**config.mk**
```make
export PLATFORM = sky130hd
export DESIGN_NAME = card_cmd_unit
export DESIGN_NICKNAME = d
export VERILOG_FILES = /design/src/rtl/card_cmd_unit.sv
export SDC_FILE = /design/constraint.sdc
export NUM_CORES = 1
export LEC_CHECK = 0
export BUFFER_PORTS_ARGS = -buffer_cell sky130_fd_sc_hd__buf_2
export CORE_UTILIZATION = 58
export CTS_BUF_LIST = sky130_fd_sc_hd__clkbuf_4 sky130_fd_sc_hd__clkbuf_8 sky130_fd_sc_hd__clkbuf_16
export CTS_CLUSTER_SIZE = 24
export DETAILED_ROUTE_END_ITERATION = 7
export PLACE_DENSITY = 0.93
export REMOVE_ABC_BUFFERS = 1
export SYNTH_ARGS = -nofsm -noshare
export SYNTH_HDL_FRONTEND = slang
export SYNTH_SLANG_ARGS = --single-unit
export TNS_END_PERCENT = 5
```
**constraint.sdc**
```tcl
create_clock -name clk -period 4.6 [get_ports clk]
set_input_delay 0.92 -clock clk [delete_from_list [all_inputs] [get_ports clk]]
set_output_delay 0.92 -clock clk [all_outputs]
set_load 0.02 [all_outputs]
```
**src/rtl/card_cmd_unit.sv**
```systemverilog
module card_cmd_unit #(
  parameter int ARG_W = 32
) (
  input  logic             clk,
  input  logic             rst_n,
  input  logic             arg_wr,
  input  logic             cmd_wr,
  input  logic [ARG_W-1:0] wdata,
  input  logic [7:0]       flag_clr,
  output logic [10:0]      cmd_q,
  output logic             busy,
  output logic [7:0]       st_flags,
  output logic [31:0]      resp0,
  output logic [31:0]      resp1,
  output logic [31:0]      resp2,
  output logic [31:0]      resp3,
  output logic             req_valid,
  input  logic             req_ready,
  output logic [5:0]       req_index,
  output logic [ARG_W-1:0] req_arg,
  input  logic             rsp_valid,
  input  logic [7:0]       rsp_byte,
  input  logic             rsp_nodata,
  input  logic             rsp_last,
  input  logic             rsp_err
);
  localparam int LONG_N  = 16;
  localparam int SHORT_N = 4;
  localparam int CNT_W   = $clog2(LONG_N + 2);
  localparam int BUF_W   = LONG_N * 8;
  localparam logic [CNT_W-1:0] CNT_SAT = CNT_W'(LONG_N + 1);
  localparam logic [7:0] FLAG_MASK = 8'hC4;

  typedef enum logic [1:0] {S_IDLE, S_REQ, S_RSP} state_t;

  state_t           st;
  logic [ARG_W-1:0] arg_q;
  logic [BUF_W-1:0] shadow, shadow_nx;
  logic [CNT_W-1:0] cnt, cnt_nx;
  logic [7:0]       flags_q;

  wire start   = (st == S_IDLE) && cmd_wr && wdata[10] && !wdata[9];
  wire beat    = (st == S_RSP) && rsp_valid;
  wire carries = beat && !rsp_err && !rsp_nodata;
  wire fin     = beat && (rsp_last || rsp_err);
  wire want    = cmd_q[6];
  wire len_ok  = (cnt_nx == CNT_W'(LONG_N)) || ((cnt_nx == CNT_W'(SHORT_N)) && !cmd_q[7]);
  wire set_tmo  = fin && (rsp_err || (want && !len_ok));
  wire set_rsp  = fin && !rsp_err && want && len_ok;
  wire set_sent = fin && !rsp_err && !want;
  wire [7:0] set8 = {set_sent, set_rsp, 3'b000, set_tmo, 2'b00};

  assign busy      = (st != S_IDLE);
  assign req_valid = (st == S_REQ);
  assign req_index = cmd_q[5:0];
  assign req_arg   = arg_q;
  assign st_flags  = flags_q;
  assign cnt_nx    = (carries && cnt != CNT_SAT) ? cnt + 1'b1 : cnt;

  always_comb begin
    shadow_nx = shadow;
    for (int k = 0; k < LONG_N; k++)
      if (carries && cnt == CNT_W'(k))
        shadow_nx[BUF_W-1-8*k -: 8] = rsp_byte;
  end

  always_ff @(posedge clk or negedge rst_n) begin
    if (!rst_n) begin
      st      <= S_IDLE;
      cmd_q   <= '0;
      arg_q   <= '0;
      shadow  <= '0;
      cnt     <= '0;
      flags_q <= '0;
      resp0   <= '0;
      resp1   <= '0;
      resp2   <= '0;
      resp3   <= '0;
    end else begin
      flags_q <= ((flags_q & ~flag_clr) | set8) & FLAG_MASK;
      case (st)
        S_IDLE: begin
          if (arg_wr) arg_q <= wdata;
          if (cmd_wr) cmd_q <= {wdata[10] & ~wdata[9], wdata[9:0]};
          if (start) begin
            st  <= S_REQ;
            cnt <= '0;
          end
        end
        S_REQ: if (req_ready) st <= S_RSP;
        S_RSP: begin
          cnt    <= cnt_nx;
          shadow <= shadow_nx;
          if (fin) begin
            st       <= S_IDLE;
            cmd_q[10] <= 1'b0;
          end
          if (set_rsp) begin
            resp0 <= shadow_nx[BUF_W-1 -: 32];
            if (cnt_nx == CNT_W'(LONG_N)) begin
              resp1 <= shadow_nx[BUF_W-33 -: 32];
              resp2 <= shadow_nx[BUF_W-65 -: 32];
              resp3 <= {shadow_nx[BUF_W-97 -: 31], 1'b0};
            end else begin
              resp1 <= '0;
              resp2 <= '0;
              resp3 <= '0;
            end
          end
        end
        default: st <= S_IDLE;
      endcase
    end
  end

  assert_req_hold_R2: assert property (@(posedge clk) disable iff (!rst_n)
    (req_valid && !req_ready) |=> (req_valid && $stable(req_index) && $stable(req_arg)));

  assert_pending_noissue_R3: assert property (@(posedge clk) disable iff (!rst_n)
    (!busy && cmd_wr && wdata[9]) |=> !busy);

  assert_enable_tracks_busy_R4: assert property (@(posedge clk) disable iff (!rst_n)
    busy == cmd_q[10]);

  assert_busy_blocks_write_R4: assert property (@(posedge clk) disable iff (!rst_n)
    (busy && cmd_wr) |=> $stable(cmd_q[9:0]));

  assert_long_lsb_zero_R7: assert property (@(posedge clk) disable iff (!rst_n)
    resp3[0] == 1'b0);

  assert_flags_sticky_R11: assert property (@(posedge clk) disable iff (!rst_n)
    (!busy && flag_clr == 8'h00) |=> $stable(st_flags));
endmodule

```
### After elaboration in Yosys (flattened, before gate mapping)

Index checks and enable logic that the tools add are counted.

* mux-type cells: 29
* $add $sub $neg: 1
* bitwise operators: 5
* reductions and logical operators: 51
* eq/ne operators: 24

Operator list (count)
* $mux 8: 16
* $mux 32: 3
* $eq 5x4->1 const B: 8
* $logic_and 1x1->1: 31
* $eq 5x3->1 const B: 5
* $mux 11: 1
* $eq 5x2->1 const B: 2
* $mux 5: 2
* $pmux 5 s2: 1
* $reduce_and 2->1: 5
* $and 8x8->8: 1
* $not 8->8: 1
* $or 8x8->8: 1
* $logic_not 1->1: 6
* $mux 2: 3
* $ne 2x2->1 const B: 3
* $pmux 2 s3: 1
* $reduce_and 3->1: 2
* $add 5x1->5 const B: 1
* $eq 5x1->1 const B: 1
* $eq 5x5->1 const B: 1
* $logic_not 5->1: 1
* $ne 5x5->1 const B: 1
* $reduce_bool 2->1: 2
* 9 further kinds: 11

* flip-flop bits (word level): 309
* logic and storage cells: 122
* output and inout port bits: 187

### Logic depth before layout (Yosys ltp)

Gate-level depths: netlist of run 1.

* word-level depth: 14
* mapped depth: 10

### Worst setup path before layout of run 1

Ideal clock, no wire load.

* path kind: input to register
* start: input port rsp_err
* end: register resp0[29]
* data required time: 4.475 ns
* path buffers: 2
* slack: 1.714 ns
* stages on the path: 8
* arrival time: 2.761 ns
* path through: nor3b_2 nand3_1 mux2i_1 or3_1 a211oi_2 buf_4 buf_6 mux2_2

* cells in the longest elaborated chain, start to end: 10
* elaborated cells between the ends (all ways): 17

RTL lines
* start: declaration: RTL line 25 `input logic rsp_err`
* $logic_not 1->1: RTL line 44, 49
* $logic_and 1x1->1 (2 in a row): RTL line 44 `wire carries = beat && !rsp_err && !rsp_nodata;`
* $logic_and 1x1->1: RTL line 58 `assign cnt_nx = (carries && cnt != CNT_SAT) ? cnt + 1'b1 : cnt;`
* $mux 5: RTL line 58
* $eq 5x3->1: RTL line 47 `wire len_ok = (cnt_nx == CNT_W'(LONG_N)) || ((cnt_nx == CNT_W'(SHORT_N)) && !cmd_q[7]);`
* $logic_and 1x1->1: RTL line 47
* $logic_or 1x1->1: RTL line 47
* $logic_and 1x1->1: RTL line 49 `wire set_rsp = fin && !rsp_err && want && len_ok;`
* $reduce_and 2->1 (no source line)
* end signal: assignment: RTL line 99 `resp0 <= shadow_nx[BUF_W-1 -: 32];`
* end: declaration: RTL line 13 `output logic [31:0] resp0,`

Parallel ways exist; a longest one is shown, timed or not.
A chain may end at the register's enable or synchronous reset.

### Final worst setup path of run 1

* start: register st[1]
* end: register resp1[10]

* cells in the longest elaborated chain, start to end: 11
* elaborated cells between the ends (all ways): 18

RTL lines
* start: declaration: RTL line 36 `state_t st;`
* start signal: assignment: RTL line 69 `st <= S_IDLE;`
* start signal: assignment: RTL line 86 `st <= S_REQ;`
* start signal: assignment: RTL line 90 `S_REQ: if (req_ready) st <= S_RSP;`
* $eq 2x2->1 (*): RTL line 43, 81
* $logic_and 1x1->1: RTL line 43 `wire beat = (st == S_RSP) && rsp_valid;`
* $logic_and 1x1->1 (2 in a row): RTL line 44
* $logic_and 1x1->1: RTL line 58
* $mux 5: RTL line 58
* $eq 5x3->1: RTL line 47
* $logic_and 1x1->1: RTL line 47
* $logic_or 1x1->1: RTL line 47
* $logic_and 1x1->1: RTL line 49
* $reduce_and 2->1 (no source line)
* end signal: assignment: RTL line 101 `resp1 <= shadow_nx[BUF_W-33 -: 32];`
* end: declaration: RTL line 14 `output logic [31:0] resp1,`

Mark *: on every way between the ends. The rest lies on a longest branch, timed or not.

==> metrics.md, run 1 <==
| Metric | Value |
|---|---|
| Post-synth cell types | 45 |
| Largest net degree at the start of global routing | 105 |
| TritonRoute pass-1 iters | 4 |
| Fin Setup TNS | 0 ps |
| # setup viols final | 0 |
| Die Span X | 150.3 µm |
| CTS resizes | 0 |
| WP depth | 8 |
| Placement Setup Slack | 996.9 ps |
| FF-to-FF path depth | 8 |
| Post-route clock skew | 10.74 ps |
| Max-Cap Viols | 0 |
| Vias in the first global route | 8390 |
| Row count | 53 |
| DR vias | 7801 |
| CP max-delay cell | nor2b_1 |
| Combined area of the multi-input logic cells | 4377 µm² |
| # port buffers | roughly 230 |
| Clock Latency Late Sink | 550 ps |
| Crit path kind | flop to flop |
| Max FO, Critical Path | 51 |
| Post-DP HPWL | 17660 µm |
| Placed Area | 14100 µm² |
| Ys flop type | dfrtp_1 |
| Max-Slew Margin vs Limit | 41.53% |
| Synth Cell Area | 12750 µm² |
| Via/cell ratio | 5.343 |
| Startpoint types | flop |
| Routed Antenna Nets | 0 |
| Total power draw | 8343 µW |
| Worst vdd ir | 493.7 µV |
| Fillers | around 1400 |
| Synthesis Warnings | 0 |
| Area delta synth->final | 18.58% |
| Clock root buffer | clkbuf_16 |
| Routed len/inst | 18.76 µm |
| Diode count | 0 |
| H-tree Lvls | 1 |
| Aggregate global-route resource usage | between 20% and 30% |
| Clock Tree Buf Depth | 3 |
| Power per cell area | approximately 550 nW/µm² |
| Endpoint type of the worst setup path | flop |
| WP buf/inv | 2 |
| CP top delay family | simple AND/OR/NAND/NOR gates |
| Drt total wl | ~27000 µm |
| Synth async-reset ratio | 100.0% |
| Share of cells above drive strength 1 | 42.19% |
| I/O Pins | 244 |
| RSZ-0062 raised after global routing | no |
| Remaining DRCs | 0 |
| Syn Inst Count | 939 |
| Max Slew Vio Count | 0 |
| Final period util | a little over two thirds |
| Nets | around 1200 |
| CTS tree | built |
| CP Cell Sequence | nor2b_1 > nand3_1 > mux2i_1 > or3_1 > a211oi_4 > buf_12 > buf_12 > mux2i_1 |
| DIE AREA | roughly 23000 µm² |
| Status | finished, final reports clean |
| Starting DRT DRC Count | 314 |
| Fin area | 15120 µm² |
| Min Tclk post-route | 3244 ps |
| Fmax | 308.3 MHz |
| Overflow after GRT | 0 |
| Post-route setup slack | about 1400 ps |
| Leak Pwr | 0.007547 µW |
| Final Util | a little under three quarters |
| Initial antenna violation count | 0 |
| Register area share after synthesis | 60.24% |
| Die Ht | 150.3 µm |
| Worst-Margin Slew | 876.6 ps |
| Core Region | ~21000 µm² |
| Worst EP arrival | 3700 ps |
| First-pass GRT wire length | 44090 µm |
| Hold_buf cts | 0 |
| Sink Count | 307 |
| Fin. Hold Viols | 0 |
| Number of CTS-inserted buffers | 30 |
| Sequential Area | slightly below 8000 µm² |
| EDFF count, synth | 0 |
| Yosys reg bits | between 300 and 400 |
| Mean Syn Cell Area | 13.58 µm² |
| Initial Util | 59.91% |
| Clk pin slew, worst setup/hold paths | around 60 ps |
| Worst Path Required | 5060 ps |
| Hold Crit Class | input pin to asynchronous set/reset pin |
| Postcts setup bufs | 0 |
| Final GP Congestion | 0.7958 |
| Delay of the slowest critical-path stage | between 600 and 700 ps |
| Worst R2R Setup Slack | 1360 ps |
-- layer usage --
| metal | up-vias | global-route usage [%] | wire length, µm |
|---|---|---|---|
| li1 | 3540 | - | - |
| met1 | 3992 | 31.76 | 11440 |
| met2 | 211 | 43.41 | 13810 |
| met3 | 58 | 5.182 | 1381 |
| met4 | 0 | 7.828 | 750 |
| met5 | - | 0 | 0 |
-- cells in the final DEF, fill, tap and decap left out, types with 2 or more instances in the layout --
| cell type | instances |
|---|---|
| dfrtp_1 | 307 |
| buf_2 | 231 |
| mux2_2 | 195 |
| inv_1 | 105 |
| nand2b_1 | 97 |
| mux2i_1 | 96 |
| clkbuf_16 | 30 |
| nand2_1 | 11 |
| nand3_1 | 9 |
| buf_4 | 9 |
| clkbuf_8 | 7 |
| clkinv_2 | 7 |
| o21ai_0 | 6 |
| conb_1 | 6 |
| mux2_1 | 5 |
| ha_1 | 5 |
| nor2b_1 | 4 |
| clkbuf_4 | 4 |
| and3_1 | 3 |
| a21oi_1 | 3 |
| nor2_1 | 3 |
| nand2_2 | 3 |
| bufinv_16 | 3 |
| buf_12 | 3 |
| nand4bb_1 | 2 |
| or3_1 | 2 |
| o31ai_1 | 2 |
| a21o_1 | 2 |
| nand4_1 | 2 |
| a22o_1 | 2 |
-- report_power, final --
group          switching, µW  internal [µW]
sequential               305           3230
clock                   1020           1500
combinational           1420            871
total                   2740           5600
-- worst reg2reg max path, cell delays in order (launching register included) --
cell and delay (ps):
dfrtp_1 410, nor2b_1 640, nand3_1 180, mux2i_1 190
or3_1 430, a211oi_4 290, buf_12 350, buf_12 360
mux2i_1 310
-- metrics by stage --
stage | std cells | hold slack [ps]
floorplan | 888 | 466.7
global placement | 1407 | 458.4
detailed placement | 1407 | 469.3
CTS | 1460 | 448.0
global route | 1460 | 467.4
finish | 1460 | 408.5
-- state kept, by name, indices dropped and copies added, names as in the netlist --
name,count
shadow,127
resp1,32
st_flags,3
req_arg,32
st,2
cmd_q,11
resp3,31
resp0,32
cnt,5
resp2,32
-- path summary, 6_finish.rpt --
check | start | endpoint
min reg2reg | st_flags[6]$_DFF_PN0_ | st_flags[6]$_DFF_PN0_
max | st[1]$_DFFE_PN0P_ | resp1[10]$_DFFE_PN0P_
max reg2reg | st[1]$_DFFE_PN0P_ | resp1[10]$_DFFE_PN0P_
min in group clk | st_flags[6]$_DFF_PN0_ | st_flags[6]$_DFF_PN0_
max in group asynchronous | rst_n | cmd_q[3]$_DFFE_PN0P_
min | rst_n | resp3[30]$_DFFE_PN0P_
-- kinds of logic after synthesis --
kind of cell             synth area share (%)
other                                 0.02941
adder cells (fa/ha/maj)                0.4906
XOR/XNOR                              0.06869
multiplexers                            25.20
AO/OA/AOI/OAI                           1.168
AND/OR/NAND/NOR                         7.163
flip-flops                              60.24
buffers and inverters                   5.642
-- cells in the mapped netlist (2+ instances only) --
cell / count / area, µm²
a21o_1: 2 / 15.01
a21oi_1: 3 / 15.01
a22o_1: 2 / 17.52
and3_1: 3 / 18.77
buf_1: 3 / 11.26
buf_2: 2 / 10.01
buf_4: 24 / 180.2
buf_6: 3 / 33.78
clkbuf_1: 24 / 90.09
dfrtp_1: 307 / 7682
ha_1: 5 / 62.56
inv_1: 105 / 394.1
mux2_1: 5 / 56.30
mux2_2: 195 / 2196
mux2i_1: 96 / 960.9
nand2_1: 11 / 41.29
nand2_2: 3 / 18.77
nand2b_1: 97 / 606.8
nand3_1: 9 / 45.04
nand4_1: 2 / 12.51
nand4bb_1: 2 / 22.52
nor2_1: 3 / 11.26
nor2b_1: 4 / 25.02
o21ai_0: 6 / 30.03
o31ai_1: 2 / 15.01
or3_1: 2 / 12.51
-- layout make-up --
cell class                 instances  share of cell area [%]
inverter                         105                   2.606
clock inverter                    12                  0.9846
multi-input combinational        476                   28.94
sequential                       307                   50.80
tap                              275                   2.275
timing repair buffer             244                   8.588
clock buffer                      41                   5.800
No activity file was read; power rests on OpenSTA's default activity.
==> run 2, diff against run 1 <==
Settings changed: ABC_AREA set to 1, CORE_UTILIZATION 58 to 55, PLACE_DENSITY 0.93 to 0.9.
Clock period 4.6 ns to 3.05 ns, I/O delays scaled along.
==> run 2 against run 1 <==
  * The flow now finishes with violations (DRC)
  * Register-to-register slack got worse by 850 ps
  * First-iteration DRC count rose by 110%
  * Setup slack got worse by 850 ps
  * Count of clock-buffer cells in the layout rose by 4
  * Power rose by 35%
  * Wire length rose by 7.3%
  * Sequential share of layout area rose by 1.5 points
  * Critical path type unchanged
  * Critical endpoint is now resp2[15]$_DFFE_PN0P_
  * Largest cell class unchanged
==> metrics.md, run 2 <==
| Metric | Value |
|---|---|
| Status | finished with violations |
| Failing checks | DRC |
| Nets | 1510 |
| Crit path kind | flop to flop |
| Post-DP HPWL | 18810 µm |
| Final period util | ~83% |
| Area delta synth->final | 18.39% |
| Total power draw | 11300 µW |
| Max FO, Critical Path | 80 |
| Yosys reg bits | 307 |
| Synth Cell Area | 12400 µm² |
| TritonRoute pass-1 iters | 7 |
| Initial Util | between 50% and 60% |
| Commonest non-fill, non-tap cell in the layout | dfrtp_1 |
| R2R Path Start | cnt[0]$_DFFE_PN0P_ |
| M2 GR Usage | 44.99% |
| Leak Pwr | between 0.007 and 0.008 µW |
| CP max-delay cell | dfrtp_1 |
| Remaining DRCs | 30 |
| DIE AREA | between 20000 and 25000 µm² |
| Ys flop type | dfrtp_1 |
| Power per cell area | just under 800 nW/µm² |
| Hold_buf cts | 0 |
| Min Tclk post-route | 2540 ps |
| Endpoint type of the worst setup path | flop |
| Top reg by flops | shadow |
| EDFF count, synth | 0 |
| Worst-Margin Slew | approximately 800 ps |
| WP buf/inv | 3 |
| Crit path launch | cnt[0]$_DFFE_PN0P_ |
| First-pass GRT wire length | 48200 µm |
| Fin. Hold Viols | 0 |
| Startpoint types | flop |
| Worst EP arrival | 2970 ps |
| GRT Max-Usage Layer | met2 |
| Diode count | 0 |
| Postcts setup bufs | 0 |
| Clock Latency Late Sink | between 500 and 600 ps |
| Syn Inst Count | approximately 1300 |
| Post-synth cell types | 31 |
| Drt total wl | 29380 µm |
| Mux contribution to synthesized area | 1.998% |
| Largest family of logic cells by synthesized area | simple AND/OR/NAND/NOR gates |
| Sink Count | about 310 |
| Fmax | about 390 MHz |
| Placed Area | roughly 14000 µm² |
| Share of cells above drive strength 1 | 25.00% |
| Delay of the slowest critical-path stage | ~430 ps |
| Die Span X | 152.1 µm |
| Max reg flops | roughly 130 |
| CP top delay family | simple AND/OR/NAND/NOR gates |
| Clk pin slew, worst setup/hold paths | 60 ps |
| Post-synth top area cell | dfrtp_1 |
| Fillers | 1666 |
| Post-route clock skew | 20.33 ps |
| Via/cell ratio | 5.390 |
| Adder-cell share of the synthesized area | 0.5046% |
| Core Region | 21960 µm² |
| Row count | 54 |
| DR vias | between 9000 and 10000 |
| H-tree Lvls | 1 |
| Overflow after GRT | 0 |
| CTS tree | built |
| Largest net degree at the start of global routing | between 90 and 100 |
| Register area share after synthesis | around 62% |
| Worst Path Required | 3480 ps |
| Final GP Congestion | 0.8237 |
| Starting DRT DRC Count | 663 |
| Synthesis Warnings | 0 |
| Max-Cap Viols | 0 |
| Final worst hold slack | 25.62 ps |
| Largest cells by area after synthesis | dfrtp_1 (62%), nand2_1 (9.0%), o21ai_0 (5.7%) |
| Max Slew Vio Count | 0 |
| CTS resizes | 0 |
| Synth async-reset ratio | 100.0% |
| Initial antenna violation count | 0 |
| Synth cell count leaders | dfrtp_1 (307), nand2_1 (297), o21ai_0 (141), nand3_1 (111), inv_1 (86) |
| Vias in the first global route | 9493 |
| Most frequent cell after synthesis | dfrtp_1 |
| Dpl cells | 1696 |
| RSZ-0062 raised after global routing | no |
| Clock Tree Buf Depth | 3 |
| Fin area | 14680 µm² |
| Mean Syn Cell Area | 9.919 µm² |
| CP Cell Sequence | ha_1 > inv_1 > nor2_1 > ha_1 > nand3_2 > nand2_2 > inv_2 > nand2_1 > nand2_1 > nand3_4 > buf_12 > o21ai_0 |
| Max-Slew Margin vs Limit | a little under half |
| Compound-gate portion of the synthesized area | 12.53% |
| Aggregate global-route resource usage | between 20% and 30% |
| Post-synthesis xor/xnor area fraction | 0.1413% |
| Most frequent cells in the layout | dfrtp_1 (307), nand2_1 (297), buf_2 (231) |
| Sequential Area | 7682 µm² |
| Number of CTS-inserted buffers | 30 |
| Routed Antenna Nets | 0 |
| Post-Synth Simple-Gate Area | 15.43% |
| # setup viols final | 0 |
| # port buffers | 232 |
| Combined area of the multi-input logic cells | 3825 µm² |
| Die Ht | around 150 µm |
| Worst vdd ir | 754.4 µV |
| Area share of the largest cell type after synthesis | 61.96% |
| Hold Crit Class | input pin to asynchronous set/reset pin |
| I/O Pins | 244 |
| GRT met1 Usage | between 30% and 40% |
| Routed len/inst | 16.77 µm |
| Clock root buffer | clkbuf_16 |
| Met3 usage | 4.465% |
| Finished Layout Cells | 1752 |
## run 2: path summary, 6_finish.rpt
| kind | to | slack (ps) | cells after the start |
|---|---|---|---|
| hold / removal | req_arg[17]$_DFFE_PN0P_ | 30 | 1 |
| setup reg to reg | resp2[15]$_DFFE_PN0P_ | 510 | 12 |
| setup / recovery | resp2[15]$_DFFE_PN0P_ | 510 | 12 |
| min in group clk | st[0]$_DFFE_PN0P_ | 250 | 2 |
| hold reg to reg | resp2[8]$_DFFE_PN0P_ | 480 | 2 |
| max in group asynchronous | resp3[31]$_DFFE_PN0P_ | 2130 | 2 |
## run 2: power breakdown
group / total (µW) / switching (µW) / internal (µW)
Sequential: 4930 / 311 / 4620
Combinational: 2550 / 1750 / 795
Clock: 3820 / 1530 / 2290
Total: 11300 / 3590 / 7710
## run 2: routing by layer
| metal | vias up | routed length (µm) | part of all wire [%] |
|---|---|---|---|
| met2 | 386 | 14580 | 50 |
| met4 | 0 | 615 | 2.1 |
| li1 | 4478 | - | - |
| met3 | 43 | 2060 | 7.0 |
| met1 | 4536 | 12120 | 41 |
| met5 | - | 0 | 0 |
## run 2: cells by family (layout without fill, tap and decap cells)
logic type,after synthesis,after routing
flops,307,307
compound gates,284,284
buf+inv,182,399
simple gates,447,447
mux,22,22
xor+xnor,2,2
other cells,1,6
fa+ha+maj,5,5
## run 2: area by class of cell
type	count	share of cell area, %
clock inverter	11	0.8269
clock buffer	45	6.385
multi-input combinational	766	26.06
sequential	307	52.34
tap	280	2.387
timing repair buffer	255	9.752
inverter	88	2.250
## run 2: worst reg2reg max path: cells and delay by family (launching register included)
| kind | cells | cell delay, ps |
|---|---|---|
| simple gates | 6 | 730 |
| fa+ha+maj | 2 | 580 |
| flops | 1 | 430 |
| buf+inv | 3 | 400 |
| compound gates | 1 | 310 |
## run 2: stage by stage
| stage | TNS [ps] | util, % | setup WS [ps] |
|---|---|---|---|
| 5_1_grt | 0 | 66.84 | 297.0 |
| 6_report | 0 | 66.84 | 510.0 |
| 3_5_place_dp | 0 | 62.02 | 370.5 |
| 4_1_cts | 0 | 66.84 | 510.6 |
| 3_3_place_gp | 0 | 62.02 | 481.2 |
| 2_1_floorplan | -411590 | - | -3342 |
